## config.mk

```make
export PLATFORM = sky130hd
export DESIGN_NAME = channel_remapper
export DESIGN_NICKNAME = d
export VERILOG_FILES = /design/src/rtl/remap_pkg.sv /design/src/rtl/remap_ctrl.sv /design/src/rtl/remap_datapath.sv /design/src/rtl/channel_remapper.sv
export SDC_FILE = /design/constraint.sdc
export NUM_CORES = 1
export LEC_CHECK = 0
export CORE_ASPECT_RATIO = 0.9
export CORE_MARGIN = 2
export CORE_UTILIZATION = 35
export CTS_BUF_LIST = sky130_fd_sc_hd__clkbuf_16
export CTS_CLUSTER_DIAMETER = 40
export CTS_CLUSTER_SIZE = 20
export DETAILED_ROUTE_END_ITERATION = 10
export GPL_ROUTABILITY_DRIVEN = 0
export PLACE_DENSITY_LB_ADDON = 0.05
export REMOVE_ABC_BUFFERS = 1
export SKIP_LAST_GASP = 1
export SYNTH_ARGS = -nofsm -noshare
export SYNTH_HDL_FRONTEND = slang
export SYNTH_SLANG_ARGS = --single-unit
export TNS_END_PERCENT = 20
```

## constraint.sdc

```tcl
create_clock -name clk -period 18.5 [get_ports clk]
set_input_delay 4.625 -clock clk [delete_from_list [all_inputs] [get_ports clk]]
set_output_delay 4.625 -clock clk [all_outputs]
set_load 0.02 [all_outputs]
```

## src/rtl/remap_pkg.sv

```systemverilog
package remap_pkg;
  localparam int MAX_CH = 8;
  localparam int CH_W   = $clog2(MAX_CH);
  localparam int OFS_W  = CH_W;
  localparam int CNT_W  = CH_W + 1;
  localparam int CODE_W = 2;

  typedef struct packed {
    logic            wrEn;
    logic [CH_W-1:0] wrIdx;
    logic            cfgLoad;
    logic [CH_W-1:0] rdSlot;
  } ctrlStrobes_t;
endpackage

```

## src/rtl/remap_ctrl.sv

```systemverilog
module remap_ctrl
  import remap_pkg::*;
(
  input  logic             clk,
  input  logic             rstN,
  input  logic             inValid,
  input  logic             outReady,
  input  logic [CNT_W-1:0] chanCount,
  output logic             inReady,
  output logic             outValid,
  output logic [CH_W-1:0]  outChan,
  output ctrlStrobes_t     strobes
);
  typedef enum logic {ST_FILL, ST_SEND} state_t;

  state_t          state;
  logic [CH_W-1:0] idx;
  logic            atLast;

  assign inReady  = (state == ST_FILL);
  assign outValid = (state == ST_SEND);
  assign outChan  = idx;
  assign atLast   = ({1'b0, idx} == (chanCount - CNT_W'(1)));

  always_comb begin
    strobes.wrEn    = inValid && inReady;
    strobes.wrIdx   = idx;
    strobes.cfgLoad = (state == ST_FILL) && (idx == '0);
    strobes.rdSlot  = idx;
  end

  always_ff @(posedge clk) begin
    if (!rstN) begin
      state <= ST_FILL;
      idx   <= '0;
    end else begin
      case (state)
        ST_FILL: if (inValid) begin
          if (atLast) begin
            state <= ST_SEND;
            idx   <= '0;
          end else begin
            idx <= idx + CH_W'(1);
          end
        end
        ST_SEND: if (outReady) begin
          if (atLast) begin
            state <= ST_FILL;
            idx   <= '0;
          end else begin
            idx <= idx + CH_W'(1);
          end
        end
        default: state <= ST_FILL;
      endcase
    end
  end
endmodule

```

## src/rtl/remap_datapath.sv

```systemverilog
module remap_datapath
  import remap_pkg::*;
#(
  parameter int AUD_W = 24
) (
  input  logic                   clk,
  input  logic                   rstN,
  input  ctrlStrobes_t           strobes,
  input  logic [AUD_W-1:0]       inSample,
  input  logic                   cfgLayout,
  input  logic [CODE_W-1:0]      cfgChanCode,
  input  logic [MAX_CH*OFS_W-1:0] cfgSwap,
  output logic [CNT_W-1:0]       chanCount,
  output logic [AUD_W-1:0]       outSample
);
  localparam int SUM_W = CNT_W;

  logic [AUD_W-1:0]        frameBuf [MAX_CH];
  logic                    heldLayout;
  logic [CODE_W-1:0]       heldCode;
  logic [MAX_CH*OFS_W-1:0] heldSwap;
  logic [OFS_W-1:0]        slotOfs [MAX_CH];
  logic [SUM_W-1:0]        rawSum;
  logic [SUM_W-1:0]        srcIdx;

  function automatic logic [SUM_W-1:0] wrapAt(input logic [SUM_W-1:0] v,
                                                input logic [SUM_W-1:0] n);
    logic [SUM_W-1:0] r;
    r = v;
    for (int i = 0; i < MAX_CH - 1; i++) begin
      if (r >= n) r = r - n;
    end
    return r;
  endfunction

  always_ff @(posedge clk) begin
    if (!rstN) begin
      heldLayout <= 1'b0;
      heldCode   <= '0;
      heldSwap   <= '0;
    end else if (strobes.cfgLoad) begin
      heldLayout <= cfgLayout;
      heldCode   <= cfgChanCode;
      heldSwap   <= cfgSwap;
    end
  end

  for (genvar g = 0; g < MAX_CH; g++) begin : g_slot
    assign slotOfs[g] = heldSwap[g*OFS_W +: OFS_W];
    always_ff @(posedge clk) begin
      if (strobes.wrEn && (strobes.wrIdx == CH_W'(g))) frameBuf[g] <= inSample;
    end
  end

  assign chanCount = heldLayout ? ((CNT_W'(heldCode) + CNT_W'(1)) << 1) : CNT_W'(2);
  assign rawSum    = SUM_W'(strobes.rdSlot) + SUM_W'(slotOfs[strobes.rdSlot]);
  assign srcIdx    = wrapAt(rawSum, chanCount);
  assign outSample = frameBuf[srcIdx[CH_W-1:0]];
endmodule

```

## src/rtl/channel_remapper.sv

```systemverilog
module channel_remapper
  import remap_pkg::*;
#(
  parameter int WORD_W = 32,
  parameter int AUD_W  = 24
) (
  input  logic                    clk,
  input  logic                    rstN,
  input  logic                    cfgLayout,
  input  logic [CODE_W-1:0]       cfgChanCode,
  input  logic [MAX_CH*OFS_W-1:0] cfgSwap,
  input  logic                    inValid,
  input  logic [WORD_W-1:0]       inData,
  output logic                    inReady,
  output logic                    outValid,
  input  logic                    outReady,
  output logic [AUD_W-1:0]        outData,
  output logic [CH_W-1:0]         outChan
);
  ctrlStrobes_t     strobes;
  logic [CNT_W-1:0] chanCount;
  logic             unusedUpper;

  assign unusedUpper = ^inData[WORD_W-1:AUD_W];

  remap_ctrl u_ctrl (
    .clk(clk), .rstN(rstN), .inValid(inValid), .outReady(outReady),
    .chanCount(chanCount), .inReady(inReady), .outValid(outValid),
    .outChan(outChan), .strobes(strobes)
  );

  remap_datapath #(.AUD_W(AUD_W)) u_dp (
    .clk(clk), .rstN(rstN), .strobes(strobes), .inSample(inData[AUD_W-1:0]),
    .cfgLayout(cfgLayout), .cfgChanCode(cfgChanCode), .cfgSwap(cfgSwap),
    .chanCount(chanCount), .outSample(outData)
  );
endmodule

```

# Yosys cells after proc, flatten, opt, wreduce, memory -nomap -nowiden
# Memory sizes are Yosys's and may differ from the RTL's.
# Index checks and enable logic that the tools add are counted.
# word_totals
ff_bits	31
ramBits	192
input_bits	63
wordCells	113
n_memories	1
# op_classes
add_sub_neg	11
magnitude_cmp	8
n_eq_ne	10
muxes	57
n_bitwise	2
n_reduce_logical	19
# mem_list
name	depth	word_bits	rd	rd_clocked_by_memory_dff	wr	line_no	text
u_dp.frameBuf	8	24	1	0	1	remap_datapath.sv:18	logic [AUD_W-1:0] frameBuf [MAX_CH];
# ops
cell	n
2-to-1 mux 24 bit	7
OR reduction 24 bit	7
2-to-1 mux 3 bit	13
greater-or-equal comparator 4 bit	7
2-to-1 mux 4 bit	7
2-to-1 mux 1 bit	27
subtractor 4 bit	6
equality test 3 bit (second input constant)	4
logical AND 1 bit	10
binary-select mux 3 bit (select 3 bit)	1
equality test 3 x 2 -> 1 bit (second input constant)	2
one-hot mux 3 bit (2 select lines)	1
adder 3 x 3 -> 4 bit	1
equality test 3 x 4 -> 1 bit	1
greater-or-equal comparator 4 bit (second input constant)	1
!= test 2 bit (second input constant)	2
NOT 3 -> 4 bit	1
subtractor 4 x 1 -> 4 bit (second input constant)	1
adder 2 x 1 -> 3 bit (second input constant)	1
adder 3 x 1 -> 3 bit (second input constant)	1
equality test 3 x 1 -> 1 bit (second input constant)	1
zero test 3 bit	1
subtractor 3 bit	1
one-hot mux 1 bit (2 select lines)	1
other kinds (2)	2

# Depth between registers and ports, before layout
# Gate-level depths: netlist of run 1.
# An unclocked memory read counts as a cell.
# logic_depth
word_depth	20
ltp_mapped	52

# Hierarchy
# Synthesis of run 1 repeated with hierarchy kept, for this count alone.
# hier_totals
hier_cells	806
area_unflattened_um2	10886.7
# modules_own_cells
module	n_inst	cells_per_inst	area_each_um2	seq_area_each_um2
remap_datapath	1	760	10511.3	6306.0
remap_ctrl	1	46	375.4	80.1

# Worst setup path after synthesis of run 1
# No wires, ideal clock.
# synth_path
kind	register -> output
startpoint	reg u_ctrl.idx[1] (netlist: u_ctrl.outChan[1])
endpoint	out outData[10]
t_arrival_ns	10.963
t_required_ns	13.875
setup_slack_ns	2.912
path_stages_with_launch	44
path_buffers	3
cell_sequence	dfxtp_1 > clkbuf_1 > mux4_2 > nand2_1 > nand2_1 > ha_1 > fa_1 > inv_1 > ha_1 > fa_1 > xnor2_1 > mux2_2 > ha_1 > a21oi_4 > and2_4 > mux2_4 > ha_1 > a221o_1 > (+8 left out) > a21o_1 > o31ai_1 > mux2_4 > ha_1 > a21o_1 > a31oi_1 > nand2b_1 > o32ai_2 > ha_1 > inv_1 > o21ai_0 > a21o_1 > a21o_1 > mux2i_2 > buf_6 > buf_6 > mux4_2 > mux2_4
# synth_via
elab_chain_cells	20
word_cells_on_any_way	27
cone_classes	add/sub: 8; order compare: 7; mux: 10; bitwise: 1; memory: 1
# synth_lines
item	line_no	text
from (decl)	remap_ctrl.sv:17	logic [CH_W-1:0] idx;
from (signal assigned)	remap_ctrl.sv:43	idx <= idx + CH_W'(1);
from (signal assigned)	remap_ctrl.sv:51	idx <= idx + CH_W'(1);
NOT 3 -> 4 bit (implied by the code)	remap_datapath.sv:56	assign rawSum = SUM_W'(strobes.rdSlot) + SUM_W'(slotOfs[strobes.rdSlot]);
binary-select mux 3 bit (select 3 bit)	remap_datapath.sv:56	
2-to-1 mux 3 bit (implied by the code) (2 in series)	remap_datapath.sv:56	
adder 3 x 3 -> 4 bit (*)	remap_datapath.sv:56	
subtractor 4 bit or greater-or-equal comparator 4 bit (tied branches)	remap_datapath.sv:31	if (r >= n) r = r - n;
2-to-1 mux 4 bit (*)	remap_datapath.sv:31	
subtractor 4 bit or greater-or-equal comparator 4 bit (tied branches)	remap_datapath.sv:31	
2-to-1 mux 4 bit (*)	remap_datapath.sv:31	
(+3 left out)	-	
2-to-1 mux 4 bit (*)	remap_datapath.sv:31	
subtractor 4 bit or greater-or-equal comparator 4 bit (tied branches)	remap_datapath.sv:31	
2-to-1 mux 4 bit (*)	remap_datapath.sv:31	
subtractor 4 bit or greater-or-equal comparator 4 bit (tied branches)	remap_datapath.sv:31	
2-to-1 mux 4 bit (*)	remap_datapath.sv:31	
greater-or-equal comparator 4 bit or subtractor 3 bit (tied branches)	remap_datapath.sv:31	
2-to-1 mux 3 bit (*)	remap_datapath.sv:31	
memory (8 x 24 bit) (*)	-	
to (decl)	channel_remapper.sv:17	output logic [AUD_W-1:0] outData,
# Every way passes the cells marked *; elsewhere a longest branch is shown, timed or not. The select of a mux whose other input is x is not followed.

# Final worst setup path of run 1
# layout_path
startpoint	reg u_ctrl.idx[1] (netlist: u_ctrl.outChan[1])
endpoint	out outData[2]
# Same word-level chain as after synthesis.

==> results of run 1 <==
-- worst max-delay path by stage --
| stage | to | slack (ps) | cells after the start |
|---|---|---|---|
| after floorplan | outData[0] | 660 | 42 |
| after global placement | outData[2] | 1400 | 47 |
| after detailed placement | outData[2] | 1190 | 45 |
| after CTS | outData[2] | 650 | 45 |
| after global routing | outData[2] | 180 | 48 |
| final | outData[2] | 1020 | 45 |
-- per-stage QoR --
step	setup slack, ps	std cells	area [sq um]
after detailed placement	1190	1049	11500
after floorplan	659	588	10000
after CTS	648	1115	12800
after global routing	183	1115	12800
final	1020	1115	12800
after global placement	1400	1049	11500
-- layout by cell type (no fill, tap or decap), types with 3 or more instances in the layout --
master | synthesis | routed
sky130_fd_sc_hd__and3_1 | 6 | 6
sky130_fd_sc_hd__a21oi_1 | 12 | 12
sky130_fd_sc_hd__o21ai_0 | 8 | 8
sky130_fd_sc_hd__a21o_1 | 8 | 8
sky130_fd_sc_hd__mux2_4 | 25 | 25
sky130_fd_sc_hd__inv_1 | 16 | 16
sky130_fd_sc_hd__xnor2_1 | 9 | 9
sky130_fd_sc_hd__nor2b_1 | 3 | 3
sky130_fd_sc_hd__inv_8 | 0 | 4
sky130_fd_sc_hd__clkinvlp_4 | 0 | 3
sky130_fd_sc_hd__mux2i_1 | 5 | 5
sky130_fd_sc_hd__nand2_1 | 79 | 79
sky130_fd_sc_hd__fa_1 | 7 | 7
sky130_fd_sc_hd__buf_4 | 3 | 10
sky130_fd_sc_hd__nand2b_1 | 4 | 4
sky130_fd_sc_hd__edfxtp_1 | 192 | 192
sky130_fd_sc_hd__mux4_2 | 54 | 54
sky130_fd_sc_hd__ha_1 | 33 | 32
sky130_fd_sc_hd__dfxtp_1 | 31 | 29
sky130_fd_sc_hd__nor3_1 | 4 | 4
sky130_fd_sc_hd__clkdlybuf4s50_1 | 0 | 83
sky130_fd_sc_hd__nor2_1 | 8 | 8
sky130_fd_sc_hd__clkinv_4 | 0 | 3
sky130_fd_sc_hd__bufinv_16 | 0 | 5
sky130_fd_sc_hd__inv_6 | 0 | 9
sky130_fd_sc_hd__clkinv_2 | 0 | 3
sky130_fd_sc_hd__clkbuf_16 | 0 | 38
sky130_fd_sc_hd__mux2_2 | 6 | 6
sky130_fd_sc_hd__a21boi_0 | 27 | 27
sky130_fd_sc_hd__and2_1 | 6 | 6
-- synthesized netlist by cell type (4+ instances only) --
cell type / instances
sky130_fd_sc_hd__buf_6: 6
sky130_fd_sc_hd__clkbuf_1: 14
sky130_fd_sc_hd__a21boi_0: 27
sky130_fd_sc_hd__inv_1: 16
sky130_fd_sc_hd__xnor2_1: 9
sky130_fd_sc_hd__a21oi_1: 12
sky130_fd_sc_hd__and3_1: 6
sky130_fd_sc_hd__o21ai_0: 8
sky130_fd_sc_hd__nand2_1: 79
sky130_fd_sc_hd__a21o_1: 8
sky130_fd_sc_hd__edfxtp_1: 192
sky130_fd_sc_hd__nor2_1: 8
sky130_fd_sc_hd__mux2_4: 25
sky130_fd_sc_hd__nor3_1: 4
sky130_fd_sc_hd__mux4_2: 54
sky130_fd_sc_hd__dfxtp_1: 31
sky130_fd_sc_hd__and2_1: 6
sky130_fd_sc_hd__fa_1: 7
sky130_fd_sc_hd__mux2_2: 6
sky130_fd_sc_hd__mux2i_1: 5
sky130_fd_sc_hd__nand2b_1: 4
sky130_fd_sc_hd__ha_1: 33
-- critical path, delay by kind of cell (launching register included) --
family                     cells  cell delay [ps]
AOI/OAI and AO/OA             14             3750
xor gates and xnor gates       1              130
adders and majority gates     10             3190
buffers and inverters          6             1130
DFF                            1              580
muxes                          6             2230
and+or+nand+nor                8             1300
-- registers in the layout, summed over array words and instances (netlist names) --
| register | flops |
|---|---|
| u_ctrl.outChan | 3 |
| u_ctrl.outValid | 1 |
| u_dp.frameBuf | 192 |
| u_dp.heldCode | 2 |
| u_dp.heldLayout | 1 |
| u_dp.heldSwap | 24 |
-- cell families (layout without fill, tap and decap cells) --
logic type	after synthesis	in the layout	synth area share
and+or+nand+nor	125	125	0.0577
muxes	91	91	0.169
adders and majority gates	40	40	0.0543
buffers and inverters	44	178	0.0221
DFF	223	223	0.627
AOI/OAI and AO/OA	82	82	0.0617
xor gates and xnor gates	10	10	0.00859
-- area by class of cell --
cell class / count / area, sq um / area share
sequential: 223 / 6390 / 0.501
multi-input combinational: 348 / 3600 / 0.282
tap: 366 / 458 / 0.0359
inverter: 17 / 63.8 / 0.00500
clock inverter: 28 / 354 / 0.0277
clock buffer: 38 / 951 / 0.0745
timing repair buffer: 95 / 946 / 0.0741
-- per-layer routing --
layer | part of all wire | GRT usage
met5 | 0.00060 | 0
met3 | 0.043 | 0.0294
met4 | 0.021 | 0.0459
met2 | 0.49 | 0.248
met1 | 0.44 | 0.183
==> impl.org, run 1 <==
** STA
- Headroom to the max-slew limit came out at 0.308.
- The max-slew violation count came to 0.
- For the final database, setup skew stands at around 11 ps.
- The worst path needs 17,480 ps of the cycle, external delays included.
- Final hold analysis gives a worst-case slack of around 460 ps.
- For this run, the top clock speed supported by timing is 57.2 MHz.
- Setup repair after global routing missed its margin :: no
- Final setup violation count :: 0
- Final Hold Vio Count :: 0
- Portion of the clock cycle consumed by the worst path in the final layout :: 0.945
- Setup total negative slack on the finished layout was measured at 0 ps.
- Transition time of the tightest slew-check pin :: between 1000 and 1500 ps

** Flow run
- Across the run, the number of max-cap violations was 0.

** Worst setup path
- Critical Path Start :: u_ctrl.outChan[1]
- Critical setup path kind :: reg -> out
- The endpoint identified for the worst register-to-register timing path is u_dp.frameBuf[0][20].
- Register-to-register setup slack :: approximately 16,000 ps
- Kind of end point of the critical path :: output pin
- The largest individual stage delay along the critical path comes from the cell sky130_fd_sc_hd__dfxtp_2.
- Cell seen most often among critical-path stages :: sky130_fd_sc_hd__ha_1
- FF-to-FF path depth :: 5
- In this run the critical register-to-register path is launched from u_ctrl.outChan[0].
- STA classifies the critical path startpoint as a flip-flop.
- STA puts the critical path data required time at ~14,000 ps.
- Peak fanout along the critical path :: 16
- Max stage delay on crit path :: about 580 ps
- Arrival @ worst endpoint :: ~13,000 ps

** GRT
- The via count of the first global-routing pass came to a little over 6,000.
- Maximum number of pins on one net before global-route repair :: 49
- GRT Total Usage :: 0.144
- Antenna violations before repair :: 1
- Remaining Overflow, GRT :: 0
- The first global-routing pass estimated 33,600 um of wire.

** Routing
- In this run the remaining antenna-violating nets after routing total 0.
- Pre-Repair DR Iteration Count :: 4
- Number of remaining DRC errors :: 0
- In the final routed layout, each cell accounts on average for roughly 19 um.
- In this run, the number of DRC markers left after iteration 0 of detailed routing was roughly 250.
- Vias post-DR :: around 5,600
- Summed over all layers, the routed wires come to 21,500 um.
- Detailed-route vias per instance :: ~5.0

** Yosys
- Mapped Cells :: just over 600
- The netlist uses 65 different library cells.
- The Yosys step of the flow raised 0 warnings.
- Number of enable flip-flop cells after synthesis :: between 150 and 200
- Average size of a mapped cell :: between 15 and 20 sq um
- Commonest register cell after synthesis :: sky130_fd_sc_hd__edfxtp_1
- Cell accounting for the most synthesized area :: sky130_fd_sc_hd__edfxtp_1
- Of all flip-flops after synthesis, the portion carrying an async set or reset was 0.
- Flip-flop and latch count after synthesis :: approximately 220
- The share of the Yosys chip area taken by registers is 0.627.
- Leading post-synthesis cells by cell area :: sky130_fd_sc_hd__edfxtp_1 57%, sky130_fd_sc_hd__mux4_2 12%, sky130_fd_sc_hd__dfxtp_1 6.1%
- Fraction of post-synthesis cell area in the top cell type by area :: 0.566
- Cell area after synthesis :: 10,200 sq um

** Worst hold path
- Hold path cells :: 2
- Tightest Hold Check Type :: reg -> reg
- In this run the most critical hold path is launched from u_dp.heldSwap[20].
- Hold Crit Endpoint :: u_dp.heldSwap[20]

** Placement
- Buffers placed on the I/O ports in this run total 83.
- Dpl hpwl :: between 10,000 and 15,000 um

** Clock tree
- Hold-fix buffers, CTS :: 0
- Level count of the clock H-tree :: 2
- Number of clock sinks seen by CTS :: between 200 and 250
- Buffers inserted during clock tree synthesis total 36.
- After clock tree synthesis, the repair step resized 0 gates.
- Clock slew at the register clock pins of the worst setup and hold paths :: about 50 ps
- The cell sitting at the root of the clock tree is a sky130_fd_sc_hd__clkbuf_16.
- The clock passes through at most 3 buffers.
- Clock network latency to the later pin of the worst-skew pair :: approximately 510 ps
- CTS tree :: built
- Post CTS Setup Buffer Count :: 0

** Floorplan
- The die covers 30,500 sq um.
- Placeable core area :: between 20,000 and 30,000 sq um
- For this configuration, the core starts out at a cell density of 0.354.
- Die Span X :: 184 um
- I/O pins :: between 90 and 100
- Die height :: around 170 um
- Std cell rows :: 59

** Cells and area
- Utilization of the core after routing :: 0.443
- Share of cells above drive strength 1 :: 0.246
- The net count of the finished layout is between 800 and 900.
- From synthesis to final layout, the design area changed by 25.2%.
- The repair_antennas step left the layout with diodes totalling 0.
- Number of fill cells :: around 2,500

** Status
- Status :: finished, final reports clean
Power of run 1 is left out: the tool's default activity adds up to more than one toggle a clock period on the data nets, which glitch-free logic cannot reach.
==> run 2, diff against run 1 <==
--- a/config.mk
+++ b/config.mk
@@ -7,7 +7,7 @@
 export LEC_CHECK = 0
 export CORE_ASPECT_RATIO = 0.9
 export CORE_MARGIN = 2
-export CORE_UTILIZATION = 35
+export CORE_UTILIZATION = 56
 export CTS_BUF_LIST = sky130_fd_sc_hd__clkbuf_16
 export CTS_CLUSTER_DIAMETER = 40
 export CTS_CLUSTER_SIZE = 20
==> impl.org, run 2 (synthesized netlist as in run 1, its figures left out) <==
** Status
- Status: finished, final reports clean (unchanged).

** Worst setup path
- The category of the worst setup path launch point was a flip-flop (unchanged).
- Peak fanout along the critical path :: 48 (was 16)
- The reg-to-reg endpoint is u_dp.frameBuf[0][6] (was u_dp.frameBuf[0][20]).
- Critical setup path kind :: reg -> out (unchanged)
- Max stage delay on crit path :: 590 ps (was 580 ps)
- Worst reg2reg startpoint :: u_ctrl.outChan[1] (was u_ctrl.outChan[0])
- FF-to-FF path depth :: 6 (was 5)
- Kind of end point of the critical path :: output pin (unchanged)
- The minimum setup slack among reg-to-reg paths is 15,830 ps (was 15,880 ps).
- The most repeated library cell on the critical path is sky130_fd_sc_hd__ha_1 (unchanged).
- Max stage delay cell, worst path :: sky130_fd_sc_hd__dfxtp_2 (unchanged)
- The endpoint arrival time on the critical path came to 13,010 ps (was 12,850 ps).
- The required time at the worst-slack endpoint came to 13,880 ps (about the same).

** Clock tree
- The number of CTS-inserted buffers was 29 (was 36).
- The register clock-pin slew on the reported worst setup and hold paths was 60 ps (was 50 ps).
- Clock tree root driver cell :: sky130_fd_sc_hd__clkbuf_16 (unchanged)
- The worst-case clock buffer depth came to 3 (unchanged).
- The clock insertion delay at the later pin of the skew report was 550 ps (was 510 ps).
- The total of hold buffers inserted after clock tree synthesis is 0 (unchanged).
- Number of clock sinks seen by CTS :: 223 (unchanged)
- The CTS tree is built (unchanged).
- Level count of the clock H-tree :: 1 (was 2)

** STA
- Max Clock Skew :: 18.8 ps (was 11.4 ps)
- Portion of the clock cycle consumed by the worst path in the final layout :: 0.953 (was 0.945)
- The number of setup violations in the final report came to 0 (unchanged).
- FMAX :: 56.7 MHz (was 57.2 MHz)
- The final sum of negative setup slack came to 0 ps (unchanged).
- The final hold violation count is 0 (unchanged).
- The max-slew violation count was 0 (unchanged).
- Worst relative slew slack :: 0.314 (was 0.308)
- Hold slack :: 467 ps (was 464 ps)
- Minimum period implied by the final worst setup slack :: 17,630 ps (was 17,480 ps)
- Transition time of the tightest slew-check pin :: 1030 ps (was 1040 ps)

** Cells and area
- Antenna diode instance count :: 0 (unchanged)
- Number of fill cells :: 1,232 (was 2,533)
- The number of nets at the end of the flow came to 819 (was 824).
- The final cell count without fillers is 978 (was 1,115).
- The most common cell after layout, fill and taps aside was sky130_fd_sc_hd__edfxtp_1 (unchanged).
- The fraction of the core area covered by cells at the end of the flow came to 0.694 (was 0.443).
- Most used cells in the layout excluding fill and tap cells: 192 x sky130_fd_sc_hd__edfxtp_1, 83 x sky130_fd_sc_hd__clkdlybuf4s50_1, 79 x sky130_fd_sc_hd__nand2_1, 54 x sky130_fd_sc_hd__mux4_2, 32 x sky130_fd_sc_hd__ha_1 (was 192 x sky130_fd_sc_hd__edfxtp_1, 83 x sky130_fd_sc_hd__clkdlybuf4s50_1, 79 x sky130_fd_sc_hd__nand2_1, 54 x sky130_fd_sc_hd__mux4_2, 38 x sky130_fd_sc_hd__clkbuf_16).
- Max reg flops :: 192 (unchanged)
- The top register by number of flip-flops is u_dp.frameBuf (unchanged).
- The fraction of layout instances using a drive strength above 1 came to 0.229 (was 0.246).
- The growth of design area from synthesis to finish came to 20.8% (was 25.2%).

** Routing
- The count of routing violations after the opening detailed-route iteration is 337 (was 254).
- Pre-Repair DR Iteration Count :: 5 (was 4)
- The average wire per cell in the routed design was 20.0 um (was 19.3 um).
- Number of remaining DRC errors :: 0 (unchanged)
- Vias post-DR :: 5,529 (was 5,611)
- Count of antenna-violating nets left after detailed routing :: 0 (unchanged)
- Final WL :: 19,500 um (was 21,500 um)
- Detailed-route vias per instance :: 5.65 (was 5.03)

** Floorplan
- The width of the chip is 146 um (was 184 um).
- The I/O pin total came to 92 (unchanged).
- Std cell rows :: 46 (was 59)
- The overall die area is 19,300 sq um (was 30,500 sq um).
- Placeable core area :: 17,700 sq um (was 28,800 sq um)
- Die height :: 132 um (was 166 um)
- The effective utilization at floorplan came to 0.575 (was 0.354).

** Worst hold path
- Startpoint of the most critical hold path :: u_dp.heldSwap[10] (was u_dp.heldSwap[20])
- The worst min-delay path endpoint is u_dp.heldSwap[10] (was u_dp.heldSwap[20]).
- The cell depth of the worst hold path was 2 (unchanged).
- The class of the tightest hold or removal check is reg -> reg (unchanged).

** GRT
- First-pass GRT wire length :: 31,300 um (was 33,600 um)
- The initial antenna violation count came to 0 (was 1).
- The pin count of the biggest net entering global routing was 52 (was 49).
- GRT Total Usage :: 0.207 (was 0.144)
- Remaining Overflow, GRT :: 0 (unchanged)
- The via count of the first global-routing pass is 5,948 (was 6,124).

** Flow run
- Number of maximum-capacitance constraint violations :: 0 (unchanged)

** Placement
- Dpl hpwl :: 11,500 um (was 12,700 um)
- Number of buffer cells added on primary ports :: 83 (unchanged)
- Placed cell count :: 923 (was 1,049)
==> run 2: cell types whose count changed in the layout (fill, tap and decap cells not counted), moves of 2 or more <==
cell / delta
sky130_fd_sc_hd__bufinv_16: -3
sky130_fd_sc_hd__inv_1: +2
sky130_fd_sc_hd__clkinv_1: +2
sky130_fd_sc_hd__clkbuf_16: -9
sky130_fd_sc_hd__inv_6: -6
==> run 2: worst max-delay path by stage <==
stage	start	end	slack (ps)	cells past startpoint
CTS	u_ctrl.outChan[0]	outData[6]	220	46
global route	u_ctrl.outChan[0]	outData[6]	-0.8	49
detailed placement	u_ctrl.outChan[0]	outData[6]	840	48
floorplan	u_ctrl.outChan[1]	outData[0]	660	42
finish	u_ctrl.outChan[0]	outData[6]	870	48
global placement	u_ctrl.outChan[0]	outData[6]	1070	46
==> run 2: layer usage <==
metal  part of all wire  track usage
met5                  0            0
met4              0.017       0.0642
met3              0.060       0.0346
met2               0.51        0.357
met1               0.42        0.274
==> run 2: what timing repair did <==
action / in CTS / in global routing
resized for setup: 0 / 4
setup endpoints to repair: 0 / 24
setup buffers: 0 / 2
==> run 2: final cells by class <==
| type | instances | area (sq um) | share of cell area |
|---|---|---|---|
| clock buffer | 29 | 726 | 0.0590 |
| timing repair buffer | 97 | 967 | 0.0786 |
| multi-input combinational | 348 | 3610 | 0.293 |
| clock inverter | 24 | 255 | 0.0207 |
| inverter | 17 | 63.8 | 0.00518 |
| tap | 240 | 300 | 0.0244 |
| sequential | 223 | 6390 | 0.519 |
==> run 2: critical path: cells and delay by family, from the launching register on <==
kind                     cells  cell delay (ps)
AO/OA/AOI/OAI               16             3730
adder cells (fa/ha/maj)     10             3380
buffers and inverters        7             1380
flip-flops                   1              590
multiplexers                 7             2390
AND/OR/NAND/NOR              8              950
==> run 2: through the flow <==
step / area (sq um) / setup slack, ps
6_report: 12300 / 870
5_1_grt: 12300 / -0.752
4_1_cts: 12300 / 217
3_5_place_dp: 11300 / 835
3_3_place_gp: 11300 / 1070
2_1_floorplan: 10000 / 659
Power of run 2 is left out for the same reason.
==> run 3, diff against run 2 <==
--- a/config.mk
+++ b/config.mk
@@ -12,6 +12,7 @@
 export CTS_CLUSTER_DIAMETER = 40
 export CTS_CLUSTER_SIZE = 20
 export DETAILED_ROUTE_END_ITERATION = 10
+export DONT_BUFFER_PORTS = 1
 export GPL_ROUTABILITY_DRIVEN = 0
 export PLACE_DENSITY_LB_ADDON = 0.05
 export REMOVE_ABC_BUFFERS = 1
==> impl.org, run 3 (synthesized netlist as in run 1, its figures left out) <==
** Status
- Status :: finished, final reports clean (unchanged)

** Clock tree
- The register clock-pin slew on the reported worst setup and hold paths came to 50 ps (was 60 ps).
- The total number of H-tree levels was 1 (unchanged).
- Num CTS Buffers :: 27 (was 29)
- The count of clock tree sinks came to 223 (unchanged).
- Post CTS Setup Buffer Count :: 0 (unchanged)
- Clock Path Buffers :: 3 (unchanged)
- Clock tree root driver cell :: sky130_fd_sc_hd__clkbuf_16 (unchanged)
- CTS tree :: built (unchanged)
- Clock network latency to the later pin of the worst-skew pair :: 530 ps (was 550 ps)

** GRT
- GRT Total Usage :: 0.199 (was 0.207)
- Remaining Overflow, GRT :: 0 (unchanged)
- First-pass GRT wire length :: 30,100 um (was 31,300 um)
- Number of global-route vias before repair :: 5,568 (was 5,948)
- The initial antenna violation count came to 0 (unchanged).
- The pin count of the biggest net entering global routing came to 52 (unchanged).

** Worst setup path
- The required time at the worst-slack endpoint came to 13,880 ps (about the same).
- Type of element launching the critical path :: flip-flop (unchanged)
- Worst reg2reg startpoint :: u_ctrl.outChan[1] (unchanged)
- The most repeated library cell on the critical path is sky130_fd_sc_hd__ha_1 (unchanged).
- Worst flop-to-flop path endpoint :: u_dp.frameBuf[0][6] (unchanged)
- The endpoint type of the worst setup path was an output pin (unchanged).
- The minimum setup slack among reg-to-reg paths came to 15,710 ps (was 15,830 ps).
- The largest stage delay on the critical path is 620 ps (was 590 ps).
- The maximum fanout along the worst path is 48 (unchanged).
- The endpoint arrival time on the critical path is 13,040 ps (was 13,010 ps).
- The logic depth of the worst register-to-register path was 6 (unchanged).
- Critical setup path kind :: reg -> out (unchanged)
- The launch point of the worst path is u_ctrl.outChan[1] (was u_ctrl.outChan[0]).
- The cell type of the slowest stage on the worst timing path was sky130_fd_sc_hd__dfxtp_1 (was sky130_fd_sc_hd__dfxtp_2).

** Placement
- Placed cell count :: 840 (was 923)
- The sum of net half-perimeters after detailed placement is 11,100 um (was 11,500 um).
- Number of buffer cells added on primary ports :: 0 (was 83)
- Cell area after placement :: 10,400 sq um (was 11,300 sq um)

** Routing
- Pre-Repair DR Iteration Count :: 4 (was 5)
- Count of antenna-violating nets left after detailed routing :: 0 (unchanged)
- The total routed wirelength was 18,800 um (was 19,500 um).
- The number of vias in the routed layout was 5,224 (was 5,529).
- DRC violation total after the first TritonRoute iteration :: 313 (was 337)
- Detailed-route vias per instance :: 5.87 (was 5.65)
- The DRC violations left was 0 (unchanged).
- Wire length per cell after detailed routing :: 21.2 um (was 20.0 um)

** Worst hold path
- The worst min-delay path endpoint was u_dp.heldSwap[4] (was u_dp.heldSwap[10]).
- Hold path cells :: 2 (unchanged)
- The hold path startpoint was u_dp.heldSwap[4] (was u_dp.heldSwap[10]).
- Tightest Hold Check Type :: reg -> reg (unchanged)

** STA
- Setup repair after global routing left no endpoint under its margin.
- Hold slack :: 460 ps (was 467 ps)
- The clock skew after layout is 11.7 ps (was 18.8 ps).
- Worst relative slew slack :: 0.326 (was 0.314)
- The final sum of negative setup slack came to 0 ps (unchanged).
- The fraction of the cycle the final worst path needs is 0.955 (was 0.953).
- The measured slew at the worst slew-check pin came to 1010 ps (was 1030 ps).
- Minimum period implied by the final worst setup slack :: 17,670 ps (was 17,630 ps)
- The final hold violation count was 0 (unchanged).
- The number of setup violations in the final report came to 0 (unchanged).
- FMAX :: 56.6 MHz (was 56.7 MHz)
- The max-slew violation count is 0 (unchanged).

** Floorplan
- Die Span X :: 146 um (unchanged)
- The total core area is 17,700 sq um (unchanged).
- Die height :: 132 um (unchanged)
- Initial core utilization :: 0.575 (unchanged)
- I/O pins :: 92 (unchanged)
- Std cell rows :: 46 (unchanged)
- The overall die area came to 19,300 sq um (unchanged).

** Cells and area
- Top reg by flops :: u_dp.frameBuf (unchanged)
- The number of nets at the end of the flow is 732 (was 819).
- Share of cells above drive strength 1 :: 0.248 (was 0.229)
- The final design area excluding fillers came to 11,300 sq um (was 12,300 sq um).
- The growth of design area from synthesis to finish came to 10.9% (was 20.8%).
- The flip-flop count of the largest register, all copies and words added was 192 (unchanged).
- The final cell count without fillers was 890 (was 978).
- Most common cell after layout, fill and taps aside :: sky130_fd_sc_hd__edfxtp_1 (unchanged)
- Most used cells in the layout excluding fill and tap cells :: 192 x sky130_fd_sc_hd__edfxtp_1, 79 x sky130_fd_sc_hd__nand2_1, 54 x sky130_fd_sc_hd__mux4_2, 32 x sky130_fd_sc_hd__ha_1, 30 x sky130_fd_sc_hd__dfxtp_1 (was 192 x sky130_fd_sc_hd__edfxtp_1, 83 x sky130_fd_sc_hd__clkdlybuf4s50_1, 79 x sky130_fd_sc_hd__nand2_1, 54 x sky130_fd_sc_hd__mux4_2, 32 x sky130_fd_sc_hd__ha_1)
- Antenna diode instance count :: 0 (unchanged)

** Flow run
- The reported max-cap violation count came to 0 (unchanged).
==> run 3: cell count changes in the layout (fill, tap and decap cells not counted), sizes merged <==
| cell | change |
|---|---|
| clkbuf | -3 |
| bufinv | -2 |
| inv | +1 |
| buf | -1 |
| clkdlybuf4s50 | -83 |
==> run 3: metal layers <==
layer | wire length [um] | global-route usage
met1 | 8110 | 0.272
met2 | 9310 | 0.331
met3 | 1050 | 0.0471
met4 | 345 | 0.0453
met5 | 0 | 0
==> run 3: how the worst max path moves through the flow <==
stage,endpoint,slack [ps],depth (start not counted)
2_1_floorplan,outData[0],660,42
3_3_place_gp,outData[23],1430,45
3_5_place_dp,outData[2],1070,45
4_1_cts,outData[1],520,45
5_1_grt,outData[0],90,47
6_report,outData[2],830,46
==> run 3: metrics by stage <==
step,setup slack (ps),utilization
after floorplan,659,-
after global placement,1430,0.589
after detailed placement,1070,0.589
after CTS,516,0.637
after global routing,90.7,0.637
final,833,0.637
==> run 3: area by class of cell <==
| type | instances | area [sq um] |
|---|---|---|
| clock buffer | 27 | 676 |
| clock inverter | 23 | 178 |
| fill | 1306 | 6430 |
| inverter | 17 | 63.8 |
| multi-input combinational | 348 | 3600 |
| sequential | 223 | 6390 |
| tap | 240 | 300 |
| timing repair buffer | 12 | 93.8 |
==> run 3: critical path, delay by kind of cell (launching register included) <==
| kind | cells | cell delay, ps |
|---|---|---|
| XOR/XNOR | 1 | 130 |
| AND/OR/NAND/NOR | 6 | 820 |
| adder cells (fa/ha/maj) | 10 | 3340 |
| multiplexers | 8 | 2730 |
| AO/OA/AOI/OAI | 15 | 3780 |
| flip-flops | 1 | 620 |
| buffers and inverters | 6 | 1070 |
==> run 3: what timing repair did <==
action,CTS,global route
setup endpoints to repair,0,24
gates resized for setup,0,2
hold buffers,0,0
Power of run 3 is left out for the same reason.
